<file path="config.mk">
export PLATFORM = sky130hd
export DESIGN_NAME = keyed_cfg_port
export DESIGN_NICKNAME = d
export VERILOG_FILES = /design/src/rtl/keyed_cfg_port.sv
export SDC_FILE = /design/constraint.sdc
export NUM_CORES = 1
export LEC_CHECK = 0
export ABC_AREA = 0
export BUFFER_PORTS_ARGS = -buffer_cell sky130_fd_sc_hd__buf_2
export CAP_MARGIN = 30
export CORE_ASPECT_RATIO = 1.4
export CORE_UTILIZATION = 35
export CTS_CLUSTER_SIZE = 30
export DETAILED_ROUTE_END_ITERATION = 16
export GPL_ROUTABILITY_DRIVEN = 0
export SLEW_MARGIN = 20
export SYNTH_ARGS = -nofsm -noshare
export SYNTH_HDL_FRONTEND = slang
export SYNTH_SLANG_ARGS = --single-unit
</file>
<file path="constraint.sdc">
create_clock -name clk -period 5.8 [get_ports clk]
set_clock_uncertainty 0.1 [all_clocks]
set_input_delay 0.29 -clock clk [delete_from_list [all_inputs] [get_ports clk]]
set_output_delay 0.29 -clock clk [all_outputs]
set_load 0.02 [all_outputs]
</file>
<file path="src/rtl/keyed_cfg_port.sv">
module keyed_cfg_port #(
  parameter int          NUM_BANKS = 10,
  parameter int          BANK_REGS = 8,
  parameter logic [7:0]  DEV_ID    = 8'h52,
  parameter logic [7:0]  DEV_REV   = 8'h17,
  parameter logic [15:0] BASE_LO   = 16'h002E,
  parameter logic [15:0] BASE_HI   = 16'h004E
) (
  input  logic                             clk,
  input  logic                             rst_n,
  input  logic [15:0]                      io_addr,
  input  logic                             io_wr,
  input  logic                             io_rd,
  input  logic [7:0]                       io_wdata,
  output logic [7:0]                       io_rdata,
  input  logic                             base_sel,
  output logic                             cfg_open,
  output logic [7:0]                       ldn,
  output logic [NUM_BANKS-1:0]             dev_active,
  output logic [NUM_BANKS*BANK_REGS*8-1:0] dev_cfg
);
  localparam logic [7:0] KEY_OPEN  = 8'h87;
  localparam logic [7:0] KEY_CLOSE = 8'hAA;
  localparam logic [7:0] A_LDN     = 8'h07;
  localparam logic [7:0] A_ID      = 8'h20;
  localparam logic [7:0] A_REV     = 8'h21;
  localparam logic [7:0] A_MISC    = 8'h26;
  localparam logic [7:0] A_ACT     = 8'h30;
  localparam int         CFG_LO    = 240;
  localparam int         LW        = (NUM_BANKS > 1) ? $clog2(NUM_BANKS) : 1;
  localparam int         OW        = (BANK_REGS > 1) ? $clog2(BANK_REGS) : 1;

  typedef enum logic [1:0] {S_IDLE, S_HALF, S_OPEN} key_st_t;

  key_st_t     st_q;
  logic [7:0]  index_q;
  logic [7:0]  ldn_q;
  logic [7:0]  misc_q;
  logic [NUM_BANKS-1:0] act_q;
  logic [7:0]  mem_q [NUM_BANKS][BANK_REGS];

  logic [15:0] base;
  logic        hit, idx_wr, dat_wr, bank_ok, bank_reg;
  logic [LW-1:0] bank;
  logic [7:0]  off_full;
  logic [OW-1:0] off;

  assign base     = base_sel ? BASE_HI : BASE_LO;
  assign hit      = (io_addr[15:1] == base[15:1]);
  assign idx_wr   = io_wr && hit && !io_addr[0];
  assign dat_wr   = io_wr && hit && io_addr[0] && (st_q == S_OPEN);
  assign bank_ok  = (int'(ldn_q) < NUM_BANKS);
  assign bank     = ldn_q[LW-1:0];
  assign bank_reg = (int'(index_q) >= CFG_LO) && (int'(index_q) < CFG_LO + BANK_REGS);
  assign off_full = index_q - 8'(CFG_LO);
  assign off      = off_full[OW-1:0];

  assign cfg_open   = (st_q == S_OPEN);
  assign ldn        = ldn_q;
  assign dev_active = act_q;

  for (genvar b = 0; b < NUM_BANKS; b++) begin : g_bank
    for (genvar r = 0; r < BANK_REGS; r++) begin : g_reg
      assign dev_cfg[(b*BANK_REGS+r)*8 +: 8] = mem_q[b][r];
    end
  end

  always_ff @(posedge clk or negedge rst_n) begin
    if (!rst_n) begin
      st_q    <= S_IDLE;
      index_q <= '0;
      ldn_q   <= '0;
      misc_q  <= '0;
      act_q   <= '0;
      for (int b = 0; b < NUM_BANKS; b++)
        for (int r = 0; r < BANK_REGS; r++)
          mem_q[b][r] <= '0;
    end else begin
      if (idx_wr) begin
        case (st_q)
          S_IDLE: st_q <= (io_wdata == KEY_OPEN) ? S_HALF : S_IDLE;
          S_HALF: st_q <= (io_wdata == KEY_OPEN) ? S_OPEN : S_IDLE;
          default: begin
            if (io_wdata == KEY_CLOSE) st_q <= S_IDLE;
            else index_q <= io_wdata;
          end
        endcase
      end
      if (dat_wr) begin
        if (index_q == A_LDN) ldn_q <= io_wdata;
        else if (index_q == A_MISC) misc_q <= io_wdata;
        else if (index_q == A_ACT) begin
          if (bank_ok) act_q[bank] <= io_wdata[0];
        end else if (bank_reg && bank_ok) mem_q[bank][off] <= io_wdata;
      end
    end
  end

  always_comb begin
    io_rdata = 8'hFF;
    if (io_rd && hit && st_q == S_OPEN) begin
      if (!io_addr[0]) io_rdata = index_q;
      else begin
        case (index_q)
          A_LDN:  io_rdata = ldn_q;
          A_ID:   io_rdata = DEV_ID;
          A_REV:  io_rdata = DEV_REV;
          A_MISC: io_rdata = {misc_q[7], base_sel, misc_q[5:0]};
          A_ACT:  io_rdata = bank_ok ? {7'b0, act_q[bank]} : 8'h00;
          default: io_rdata = (bank_reg && bank_ok) ? mem_q[bank][off] : 8'h00;
        endcase
      end
    end
  end
endmodule


</file>
# Word-level counts from Yosys, hierarchy flattened
# Index checks and enable logic that the tools add are counted.
[totals]
output_inout_bits = 667
wordCells = 159
reg_bits = 676
inputBits = 29
[classes]
order_cmp = 9
n_bitwise = 7
eq_ne = 10
reduce_logical = 21
addsub = 1
mux = 26
[op_table]
columns = ["cell", "count"]
rows = [
  ["$bwmux W640", 1],
  ["$bmux W64 S4", 1],
  ["$demux W64 S4", 1],
  ["$mux W64", 3],
  ["$mux W8", 6],
  ["$pmux W8 S5", 1],
  ["$eq A8 B6 Y1 const B", 4],
  ["$bmux W8 S3", 1],
  ["$demux W8 S3", 1],
  ["$eq A8 B8 Y1 const B", 2],
  ["$eq A15 B6 Y1", 1],
  ["$logic_and A1 B1 Y1", 11],
  ["$bwmux W10", 1],
  ["$reduce_and A5 Y1", 2],
  ["$eq A8 B3 Y1 const B", 1],
  ["$ge A8 B8 Y1 const B", 1],
  ["$lt A8 B4 Y1 const B", 1],
  ["$lt A8 B8 Y1 const B", 1],
  ["$mux W7", 1],
  ["$reduce_and A3 Y1", 2],
  ["$ge A5 B5 Y1 const B", 1],
  ["$lt A4 B5 Y1 const B", 1],
  ["$lt A5 B1 Y1 const B", 1],
  ["$not A1 Y1", 5],
  ["other kinds (18)", 23],
]

# Longest topological paths before layout
[depth]
word_depth = 11
ltp_mapped = 11

# Least setup slack after synthesis
# OpenSTA, ideal clock, no wires.
[synth_path]
kind = "reg2out"
startpoint = "register ldn_q[0], in the netlist ldn[0]"
endpoint = "output io_rdata[0]"
required_time_ns = 5.410
stages_incl_launch_ff = 9
n_path_buf = 3
arrival_ns = 2.874
path_slack_ns = 2.536
path_cell_list = "dfrtp_1 -> buf_4 -> buf_4 -> buf_1 -> mux4_2 -> a211oi_1 -> o22ai_1 -> nor4_1 -> o221ai_1"
[synth_between]
elab_chain_len = 11
[synth_lines]
columns = ["element", "line_no", "rtl"]
rows = [
  ["from (decl)", "37", "logic [7:0] ldn_q;"],
  ["from (signal assigned)", "90", "if (index_q == A_LDN) ldn_q <= io_wdata;"],
  ["$not A4 Y5 (implied by the code)", "110", "default: io_rdata = (bank_reg && bank_ok) ? mem_q[bank][off] : 8'h00;"],
  ["$bmux W64 S4", "110", ""],
  ["$mux W64 (implied by the code) (2 in series)", "110", ""],
  ["$bmux W8 S3", "110", ""],
  ["$mux W8 (implied by the code) (2 in series)", "110", ""],
  ["$mux W8", "110", ""],
  ["$pmux W8 S5 (*)", "104", "case (index_q)"],
  ["$mux W8 (*)", "102", "if (!io_addr[0]) io_rdata = index_q;"],
  ["$mux W8 (*)", "101", "if (io_rd && hit && st_q == S_OPEN) begin"],
  ["to (decl)", "15", "output logic [7:0] io_rdata,"],
]
# Mark *: on every way between the ends. The rest lies on a longest branch, timed or not. The select of a mux whose other input is x is not followed.

# Worst setup path after layout
[layout_path]
startpoint = "register ldn_q[1], in the netlist ldn[1]"
endpoint = "output io_rdata[4]"
[layout_between]
elab_chain_len = 11
[layout_lines]
columns = ["element", "line_no"]
rows = [
  ["$not A4 Y5 (implied by the code)", "110"],
  ["$bmux W64 S4", "110"],
  ["$mux W64 (implied by the code) (2 in series)", "110"],
  ["$bmux W8 S3", "110"],
  ["$mux W8 (implied by the code) (2 in series)", "110"],
  ["$mux W8 (*)", "110"],
  ["$pmux W8 S5 (*)", "104"],
  ["$mux W8 (*)", "102"],
  ["$mux W8 (*)", "101"],
]
# Marks and branches as above.

==> flow_summary.toml <==
[placed_design]
dp_hpwl_mm = 108
port_buffers = 695
post-place-ws_ns = 1.38
place_area_um2 = 38400

[cts]
cts_tree = "yes"
cts_hold_buf = 2
htree_levels = 3
clk_latency_ns = 0.65
cts_setup_buffers = 0
cts_max_path_buffers = 3
cts_resized = 0
cts.sinks = 675
cts-root-buf = "clkbuf_16"
clkTransAtPathRegs_ns = 0.06
cts_made_buffers = 74

[yosys]
async_flop_share_pct = 100
yosysTopAreaCellShare_pct = 50.1
synth_area_leader_cell = "dfrtp_1"
synth_seq_cells = 675
synth_cells = 2249
ys_types = 69
syn_area_um2 = 33700
synthFlopType = "dfrtp_1"
synthTopCellsByArea = "dfrtp_1 50%, mux2_4 14%, mux2_2 12%, mux2i_1 5.6%, mux4_2 4.6%"
synth-edff-count = 0
syn_avg_cell_area_um2 = 15.0
ys_seq_area_share_pct = 50.1
yosysWarningCount = 0
syn-num-nets = 2278

[routing]
first_pass_iters = 6
final_antenna_net_count = 0
drcViolationCount = 0
routed_wl_mm = 145
vias_per_cell = 5.59
num_vias = 23400
drt_iter0_drc = 1917
wire_per_inst_um = 34.6

[power]
power_density_nw_per_um2 = 241
clock_power_share_pct = 49.8
switching_share_pct = 23.4
p_switching_mw = 2.31
p_comb_share_pct = 2.5
p_int_mw = 7.56
pwr-share-seq_pct = 47.7
power.leakage_nw = 22.9
power.total_mw = 9.87
vdd_drop_max_uv = 226

[final_layout]
final_area_um2 = 40900
syn_to_final_growth_pct = 21.2
drive_gt1_share_pct = 58.0
final_util_pct = 42.9
multi_input_area_um2 = 15900
final-seq-area_um2 = 16900
fill_cells = 8902
final_cell_mix = "686 x buf_2, 673 x dfrtp_1, 350 x mux2_2, 320 x mux2_4, 188 x mux2i_1"
num-nets-final = 2936
final_common_cell = "buf_2"

[worst_setup_path]
cp.arrival_ns = 4.66
cp.required_ns = 5.41
crit_path_end_kind = "output port"
crit_start = "ldn[1]$_DFFE_PN0P_"
r2r-start = "ldn[6]$_DFFE_PN0P_"
worstSetupPathType = "reg2out"
cp_max_fo = 48
cp-start-kind = "register"

[sta]
post-route-min-period_ns = 5.05
setup_viol = 0
hold_viol_final = 0
tightest_slew_ns = 1.08
relSlewSlack_pct = 27.9
fmax_mhz = 198
slew_viol_final = 0
rsz0062_at_grt = "no"
setup_tns_ns = 0
setup_ws_ns = 0.749
min_period_over_period_pct = 87.1

[floorplan]
initial_core_util_pct = 35.4
coreArea_um2 = 95400
die_y_um = 369
rows = 134
dieArea_um2 = 97600
fp.dieW_um = 264
ios = 696

[global_routing]
grt_util_all_layers_pct = 29.3
antenna_found_initial = 1
grt_max_degree = 176
first_global_vias = 23500
overflow = 0
grt_pass1_wl_mm = 200

[hold_path]
hp-class = "in2reg"
holdCritStartpoint = "io_wr"

[outcome]
status = "finished, final reports clean"

[job]
maxCapViolations = 0
==> per-stage QoR <==
stage | std cells | hold slack [ns]
detailed placement | 4053 | 0.322
global placement | 4049 | 0.347
CTS | 4187 | 0.0206
finish | 4192 | 0.0699
floorplan | 2249 | -0.106
global route | 4187 | 0.0644
==> synthesized netlist by cell type, types with 9 or more instances <==
master and number:
dfrtp_1 675, mux2_2 350, mux2_4 320, mux2i_1 188, clkbuf_1 91, o22ai_1 84
nor2_1 72, mux4_2 69, a211oi_1 51, nand2_8 40, buf_2 26, nand2_1 25
nand2_2 24, o21ai_0 23, nor2_4 17, buf_1 13, and2_1 12, clkbuf_8 11
nor4_1 10, o31ai_1 9
==> layer usage <==
layer,vias to the layer above,routed length [µm],GRT usage [%],part of all wire [%]
met4,0,5620,11.3,3.9
met5,-,0,0,0
met2,981,71500,49.3,49
met1,12500,58100,36.1,40
met3,209,9910,7.04,6.8
li1,9684,-,-,-
==> final cells by class <==
| class | count | share of cell area, % |
|---|---|---|
| inverters | 6 | 0.0551 |
| clock buffers | 98 | 5.10 |
| diodes | 5 | 0.0306 |
| well taps | 1224 | 3.75 |
| flip-flops and latches | 675 | 41.3 |
| repair buffers | 744 | 9.83 |
| multi-input cells | 1406 | 38.9 |
| clock inverters | 34 | 0.967 |
==> logic make-up (layout without fill, tap and decap cells) <==
family,after synthesis,after routing,share of synthesized area (%)
flops,675,675,50.1
other cells,0,5,0
buf+inv,168,882,2.78
compound gates,197,197,3.88
simple gates,281,281,7.11
mux,928,928,36.1
==> path summary, 6_finish.rpt <==
check	to	slack, ns	cells past startpoint
max	io_rdata[4]	0.75	7
min	st_q[1]$_DFFE_PN0P_	0.07	5
max reg2reg	dev_cfg[565]$_DFFE_PN0P_	1.83	7
min reg2reg	st_q[0]$_DFFE_PN0P_	0.39	1
max in group asynchronous	dev_cfg[66]$_DFFE_PN0P_	3.73	3
min in group asynchronous	dev_cfg[637]$_DFFE_PN0P_	0.20	2
==> registers in the layout (all words and copies together) (netlist names) <==
name	count
st_q	2
dev_active	10
misc_q	7
index_q	8
ldn	8
dev_cfg	640
==> critical path, stage by stage, from the launching register on <==
cell	delay [ns]
dfrtp_4	0.85
buf_4	0.79
mux4_2	0.47
a211oi_1	0.50
o22ai_1	0.21
or4_1	0.53
a211o_1	0.40
buf_2	0.20
==> power groups by stage <==
stage	clock network (mW)	logic (mW)	registers, mW
after floorplan	0	0.0737	4.80
after global placement	0	0.248	4.80
after detailed placement	0	0.252	4.80
after CTS	5.01	0.253	4.71
after global routing	5.17	0.268	4.71
final	4.92	0.245	4.71
(Power assumes the default switching activity.)
